<file path="config.mk">
export PLATFORM = sky130hd
export DESIGN_NAME = wkup_pin_bank
export DESIGN_NICKNAME = d
export VERILOG_FILES = /design/src/rtl/wkup_pkg.sv /design/src/rtl/wkup_sync.sv /design/src/rtl/wkup_edge_flag.sv /design/src/rtl/wkup_pin_bank.sv
export SDC_FILE = /design/constraint.sdc
export NUM_CORES = 1
export LEC_CHECK = 0
export BUFFER_PORTS_ARGS = -buffer_cell sky130_fd_sc_hd__buf_2
export CORE_MARGIN = 1
export CORE_UTILIZATION = 52
export CTS_CLUSTER_SIZE = 20
export DETAILED_ROUTE_END_ITERATION = 8
export GPL_ROUTABILITY_DRIVEN = 1
export PLACE_DENSITY_LB_ADDON = 0.08
export REMOVE_ABC_BUFFERS = 1
export SETUP_SLACK_MARGIN = 0.2
export SYNTH_ARGS = -nofsm -noshare
export SYNTH_HDL_FRONTEND = slang
export SYNTH_SLANG_ARGS = --single-unit
export TNS_END_PERCENT = 50
</file>
<file path="constraint.sdc">
create_clock -name clk -period 1.1 [get_ports clk]
set_input_delay 0.22 -clock clk [delete_from_list [all_inputs] [get_ports clk]]
set_output_delay 0.22 -clock clk [all_outputs]
set_load 0.03 [all_outputs]
</file>
<file path="src/rtl/wkup_pkg.sv">
package wkup_pkg;
   // Write-port targets
   typedef enum logic [1:0] {
      SEL_CTRL   = 2'd0,
      SEL_MASK_A = 2'd1,
      SEL_MASK_B = 2'd2,
      SEL_CLEAR  = 2'd3
   } wk_sel_e;

   // Active transition of a synchronised pin under a given polarity
   function automatic logic active_edge(input logic now_lvl, input logic prev_lvl,
                                        input logic high_act);
      return high_act ? (now_lvl & ~prev_lvl) : (~now_lvl & prev_lvl);
   endfunction
endpackage

</file>
<file path="src/rtl/wkup_sync.sv">
module wkup_sync #(
   parameter int WIDTH  = 6,
   parameter int STAGES = 2
) (
   input  logic             clk,
   input  logic             rst_n,
   input  logic [WIDTH-1:0] d_async,
   output logic [WIDTH-1:0] q_sync
);
   initial assert (STAGES >= 2) else $error("wkup_sync: STAGES must be at least 2");
   initial assert (WIDTH >= 1) else $error("wkup_sync: WIDTH must be positive");

   logic [STAGES-1:0][WIDTH-1:0] chain;

   always_ff @(posedge clk or negedge rst_n) begin
      if (!rst_n) chain[0] <= '0;
      else        chain[0] <= d_async;
   end

   for (genvar s = 1; s < STAGES; s++) begin : g_stage
      always_ff @(posedge clk or negedge rst_n) begin
         if (!rst_n) chain[s] <= '0;
         else        chain[s] <= chain[s-1];
      end
   end

   assign q_sync = chain[STAGES-1];
endmodule

</file>
<file path="src/rtl/wkup_edge_flag.sv">
module wkup_edge_flag
   import wkup_pkg::*;
(
   input  logic clk,
   input  logic rst_n,
   input  logic pin_s,
   input  logic high_act,
   input  logic en_any,
   input  logic clr,
   output logic flag
);
   logic pin_prev;
   logic hit;

   always_ff @(posedge clk or negedge rst_n) begin
      if (!rst_n) pin_prev <= 1'b0;
      else        pin_prev <= pin_s;
   end

   assign hit = en_any & active_edge(pin_s, pin_prev, high_act);

   // a fresh event outranks a simultaneous clear
   always_ff @(posedge clk or negedge rst_n) begin
      if (!rst_n) flag <= 1'b0;
      else        flag <= hit | (flag & ~clr);
   end
endmodule

</file>
<file path="src/rtl/wkup_pin_bank.sv">
module wkup_pin_bank
   import wkup_pkg::*;
#(
   parameter int NUM_PINS    = 6,
   parameter int PULL_W      = 2,
   parameter int SYNC_STAGES = 2,
   localparam int CFG_W      = NUM_PINS * (1 + PULL_W),
   localparam int PULLS_W    = NUM_PINS * PULL_W
) (
   input  logic                clk,
   input  logic                rst_n,
   input  logic [NUM_PINS-1:0] wkup_pin,
   input  logic                cfg_we,
   input  logic [1:0]          cfg_sel,
   input  logic [CFG_W-1:0]    cfg_wdata,
   output logic [PULLS_W-1:0]  pull_cfg,
   output logic [NUM_PINS-1:0] wake_flag,
   output logic [NUM_PINS-1:0] pin_irq,
   output logic                wake_req_a,
   output logic                wake_req_b
);
   initial assert (NUM_PINS >= 1 && NUM_PINS <= 32) else $error("wkup_pin_bank: NUM_PINS out of range");
   initial assert (PULL_W >= 1) else $error("wkup_pin_bank: PULL_W must be positive");

   wk_sel_e sel;
   assign sel = wk_sel_e'(cfg_sel);

   logic [NUM_PINS-1:0] pol_q, mask_a_q, mask_b_q, pin_s, clr_vec, en_any;
   logic [PULLS_W-1:0]  pull_q;

   always_ff @(posedge clk or negedge rst_n) begin
      if (!rst_n) begin
         pol_q    <= '1;
         pull_q   <= '0;
         mask_a_q <= '0;
         mask_b_q <= '0;
      end else if (cfg_we) begin
         case (sel)
            SEL_CTRL: begin
               pol_q  <= cfg_wdata[NUM_PINS-1:0];
               pull_q <= cfg_wdata[CFG_W-1:NUM_PINS];
            end
            SEL_MASK_A: mask_a_q <= cfg_wdata[NUM_PINS-1:0];
            SEL_MASK_B: mask_b_q <= cfg_wdata[NUM_PINS-1:0];
            default: ;
         endcase
      end
   end

   assign clr_vec = (cfg_we && sel == SEL_CLEAR) ? cfg_wdata[NUM_PINS-1:0] : '0;
   assign en_any  = mask_a_q | mask_b_q;

   wkup_sync #(.WIDTH(NUM_PINS), .STAGES(SYNC_STAGES)) u_sync (
      .clk     (clk),
      .rst_n   (rst_n),
      .d_async (wkup_pin),
      .q_sync  (pin_s)
   );

   for (genvar i = 0; i < NUM_PINS; i++) begin : g_pin
      wkup_edge_flag u_det (
         .clk      (clk),
         .rst_n    (rst_n),
         .pin_s    (pin_s[i]),
         .high_act (pol_q[i]),
         .en_any   (en_any[i]),
         .clr      (clr_vec[i]),
         .flag     (wake_flag[i])
      );
   end

   assign pin_irq    = wake_flag & en_any;
   assign wake_req_a = |(wake_flag & mask_a_q);
   assign wake_req_b = |(wake_flag & mask_b_q);
   assign pull_cfg   = pull_q;
endmodule

</file>
== Yosys cells after proc, flatten, opt, wreduce, memory -nomap -nowiden ==
Index checks and enable logic that the tools add are counted.
Operators by class
  equal/unequal tests: 3
  multiplexer cells: 7
  bitwise operators: 52
  reduce and logical (&&, ||, !) cells: 7
Operators by type and width (number)
  1-bit AND: 24
  6-bit AND: 3
  1-bit inverter: 18
  6-bit OR reduction: 2
  1-bit two-way mux: 6
  6-bit two-way mux: 1
  1-bit OR: 6
  6-bit OR: 1
  2-bit AND reduction: 3
  2-bit equality test, second input constant: 2
  2-bit by 1-bit equality test with 1-bit output, second input constant: 1
  2-bit zero test: 1
  1-bit logical AND: 1
Word-level totals
  flip-flop bits (word level): 54
  input port bits: 29

== Depth between registers and ports, before layout ==
  word-level depth: 6
  mapped depth: 4
  depth with buffers taken out: 3

== Cells and area by module ==
A second synthesis with hierarchy kept.
Second synthesis, totals
  cell total of the unflattened synthesis: 146
  area total of the unflattened synthesis: 2194.6 um^2
Modules (own cells, without submodules)
  wkup_pin_bank: instances 1, cells an instance 92, area each 1361.3 um^2
  wkup_edge_flag: instances 6, cells an instance 6, area each 81.3 um^2
  wkup_sync: instances 1, cells an instance 18, area each 345.3 um^2

== Worst setup path after synthesis ==
No wires, ideal clock.
  kind: input to register
  from: input port cfg_sel[1]
  to: register pull_q[0], in the netlist pull_cfg[0]
  setup time: 0.125 ns
  arrival time: 0.992 ns
  setup slack: -0.017 ns
  stages: 4
  cell sequence: nor3b_2 -> buf_6 -> buf_8 -> mux2_4
Between the ends
  cells in the longest elaborated chain, start to end: 2
RTL lines
  from (decl): line wkup_pin_bank.sv:14  | input logic [1:0] cfg_sel,
  2-bit zero test: line wkup_pin_bank.sv:38  | case (sel)
  2-bit AND reduction (no source line)
  to (signal assigned): line wkup_pin_bank.sv:41  | pull_q <= cfg_wdata[CFG_W-1:NUM_PINS];
  to (decl): line wkup_pin_bank.sv:29  | logic [PULLS_W-1:0] pull_q;
No other way between the ends.
A chain may end at the register's enable or synchronous reset.

== Worst setup path after layout ==
  from: register g_pin[3].u_det.flag
  to: output port wake_req_a
Between the ends
  cells in the longest elaborated chain, start to end: 2
RTL lines
  from (decl): line wkup_edge_flag.sv:10  | output logic flag
  from (signal assigned): line wkup_edge_flag.sv:25  | else flag <= hit | (flag & ~clr);
  6-bit AND: line wkup_pin_bank.sv:73  | assign wake_req_a = |(wake_flag & mask_a_q);
  6-bit OR reduction: line wkup_pin_bank.sv:73
  to (decl): line wkup_pin_bank.sv:19  | output logic wake_req_a,
No other way between the ends.

==> results.cfg <==
[status]
status = complete, but fails checks
violations = negative setup slack

[clock_tree]
clkLatencyLatePin_ns = 0.30
clockBufferDepth = 2
clock_sinks = 54
cts_buffers = 5
htreeDepth = 2
root_buffer = clkbuf_8
clkTransAtPathRegs_ns = 0.09
cts_tree = built

[worst_setup_path]
cpLargestDelayFamily = flip-flops
worst_ep_arrival_time_ns = 1.21
cp_slowest_cell = dfrtp_1
cp_max_fo = 3
cp-end-kind = output pin
required_ns = 0.88
slowest_delay_ns = 0.42
critical_path.cell_chain = a22oi_2 > nand3_2 > buf_6
path_buf_inv = 1
start_kind = register
crit_type = reg2out

[routing]
drc = 0
drt-initial-drc-count = 82
first_pass_iters = 4
drt_wl_total_um = 4366
wl_per_cell_um = 15.59
ant_nets = 0
via_count = 1444
drt-vias-per-instance = 5.157

[sta]
fin_ws_ns = -0.3315
slew_viol_final = 0
tightest_slew_ns = 0.2803
final.setup.tns_ns = -3.034
max_freq_ghz = 0.6986
finalSetupViolCount = 14
final.setup_skew_ns = 0.006636
period_needed_ns = 1.432
rsz0062_at_grt = true
period_share = 1.301
hold_viol = 0
maxSlewHeadroom = 0.8131
hold_ws_ns = 0.01871

[cells_and_area]
drive_gt1_frac = 0.6293
area_growth_pct = 44.00
fin_nets = 260
n_antenna_cell = 0
final_common_cell = dfrtp_1
fillerInstances = 202
finalInstanceArea_sq_um = 3079
final_cells = 280
layout_common_cells = dfrtp_1 (47), buf_6 (36), buf_2 (25)

[synthesis]
synth_top_area_share = 0.5617
synth_enable_flop_cells = 0
syn_inst = 147
synth-simple-area-share = 0.09421
synth_adder_area_share = 0
synthArstFlopShare = 1.000
synth-seq-area-share = 0.6355
synthTopCellsByArea = dfrtp_1 (56%), mux2_2 (11%), dfstp_2 (7.4%)
synth_mux_area_frac = 0.1755
synthXorXnorAreaFrac = 0
yosysWarnings = 0
yosysTopAreaCell = dfrtp_1
synth-compound-area-share = 0.05968
ys.flop_type = dfrtp_1
ys_types = 19
synth_top_family_by_area = multiplexers
syn_area_per_cell_sq_um = 14.55
syn_area_sq_um = 2138
yosys_register_bits = 54

[placement]
dp_cells = 254
portBuffers = 54
hpwl_um = 2816
place_congestion = 0.8072
dpl_cell_area_sq_um = 2530

[floorplan]
fp.dieH_um = 66.13
start_util = 0.5629
row_count = 22
die_area_sq_um = 4373
ios = 55
fp.dieW_um = 66.13
core_area_sq_um = 3799

[power]
p_leak_nw = 1.438
power.density_nw_per_um2 = 1890
ir_worst_vdd_uv = 1260

[global_route]
grt_pass1_vias = 1403
grt_overflow_total = 0
grt_max_degree = 55
antenna_found_initial = 0
grt_util_all_layers = 0.2114
grt_pass1_wl_um = 6734

[min_path]
hold_path.class = in2reg

[flow_run]
cap_violations = 0
synthesized netlist by cell type (2+ instances only):
| master | n |
|---|---|
| a21oi_1 | 6 |
| a22oi_1 | 6 |
| and3b_1 | 6 |
| buf_4 | 6 |
| dfrtp_1 | 48 |
| dfstp_2 | 6 |
| mux2_2 | 20 |
| mux2_4 | 10 |
| nand2_1 | 6 |
| nand3_1 | 2 |
| nand3b_1 | 2 |
| nor2_1 | 12 |
| nor2b_1 | 6 |
| o2bb2ai_1 | 6 |
final timing paths:
path	startpoint	to	slack [ns]	depth (start not counted)
setup / recovery	g_pin[3].u_det.flag	wake_req_a	-0.33	3
hold / removal	wkup_pin[1]	u_sync.chain[1]	0.02	1
setup reg to reg	pull_cfg[7]	pull_cfg[7]	0.08	3
hold reg to reg	u_sync.chain[5]	u_sync.q_sync[5]	0.36	0
max in group asynchronous	rst_n	pol_q[0]	0.38	3
min in group asynchronous	rst_n	u_sync.chain[3]	0.43	3
worst register-to-register path: stages, from the launching register on:
cell and delay [ns]:
dfrtp_1 0.40, buf_4 0.14, buf_4 0.12, mux2_4 0.25
state kept, by name (all words and copies together), names as in the netlist:
name / count
pol_q: 6
mask_a_q: 6
g_pin.u_det.flag: 6
g_pin.u_det.pin_prev: 6
mask_b_q: 6
pull_cfg: 12
u_sync.q_sync: 6
u_sync.chain: 6
kinds of logic after synthesis:
| group | Yosys count |
|---|---|
| AO/OA/AOI/OAI | 18 |
| multiplexers | 30 |
| AND/OR/NAND/NOR | 36 |
| buffers and inverters | 9 |
| flip-flops | 54 |
power breakdown:
part	leakage [nW]	switching [mW]	internal, mW
sequential	0.617	0.290	2.32
clock	0.0472	0.608	0.507
combinational	0.773	0.955	1.15
area by class of cell:
| cell class | instances | area (sq um) | share of cell area |
|---|---|---|---|
| flip-flops and latches | 54 | 1360 | 0.4417 |
| multi-input cells | 84 | 805.8 | 0.2617 |
| repair buffers | 86 | 758.2 | 0.2462 |
| clock buffers | 6 | 82.58 | 0.02682 |
| well taps | 48 | 60.06 | 0.01950 |
| clock inverters | 2 | 12.51 | 0.004063 |
layer usage:
| layer | global-route usage | share of wire | wire length, um |
|---|---|---|---|
| met3 | 0.05862 | 0.042 | 185 |
| met5 | 0 | 0 | 0 |
| met4 | 0.07979 | 0.014 | 62 |
| met1 | 0.2675 | 0.43 | 1880 |
| met2 | 0.3457 | 0.51 | 2237 |
what timing repair did:
| action | in CTS | in global routing |
|---|---|---|
| endpoints found under the setup margin | 46 | 46 |
| setup buffers | 7 | 8 |
| endpoints found under the hold margin | 48 | 2 |
| pin swaps | 14 | 3 |
| resized for setup | 77 | 13 |
| hold buffers | 1 | 2 |
metrics by stage:
step                worst slack [ns]  utilization  power (mW)
floorplan                    -0.6632            -       3.460
global placement             -0.1356       0.6660       3.960
detailed placement           -0.1771       0.6660       4.026
CTS                          -0.3441       0.7760       5.669
global route                 -0.3848       0.8106       6.097
finish                       -0.3315       0.8106       5.820
Note: power is estimated with default switching activity, not from simulation.
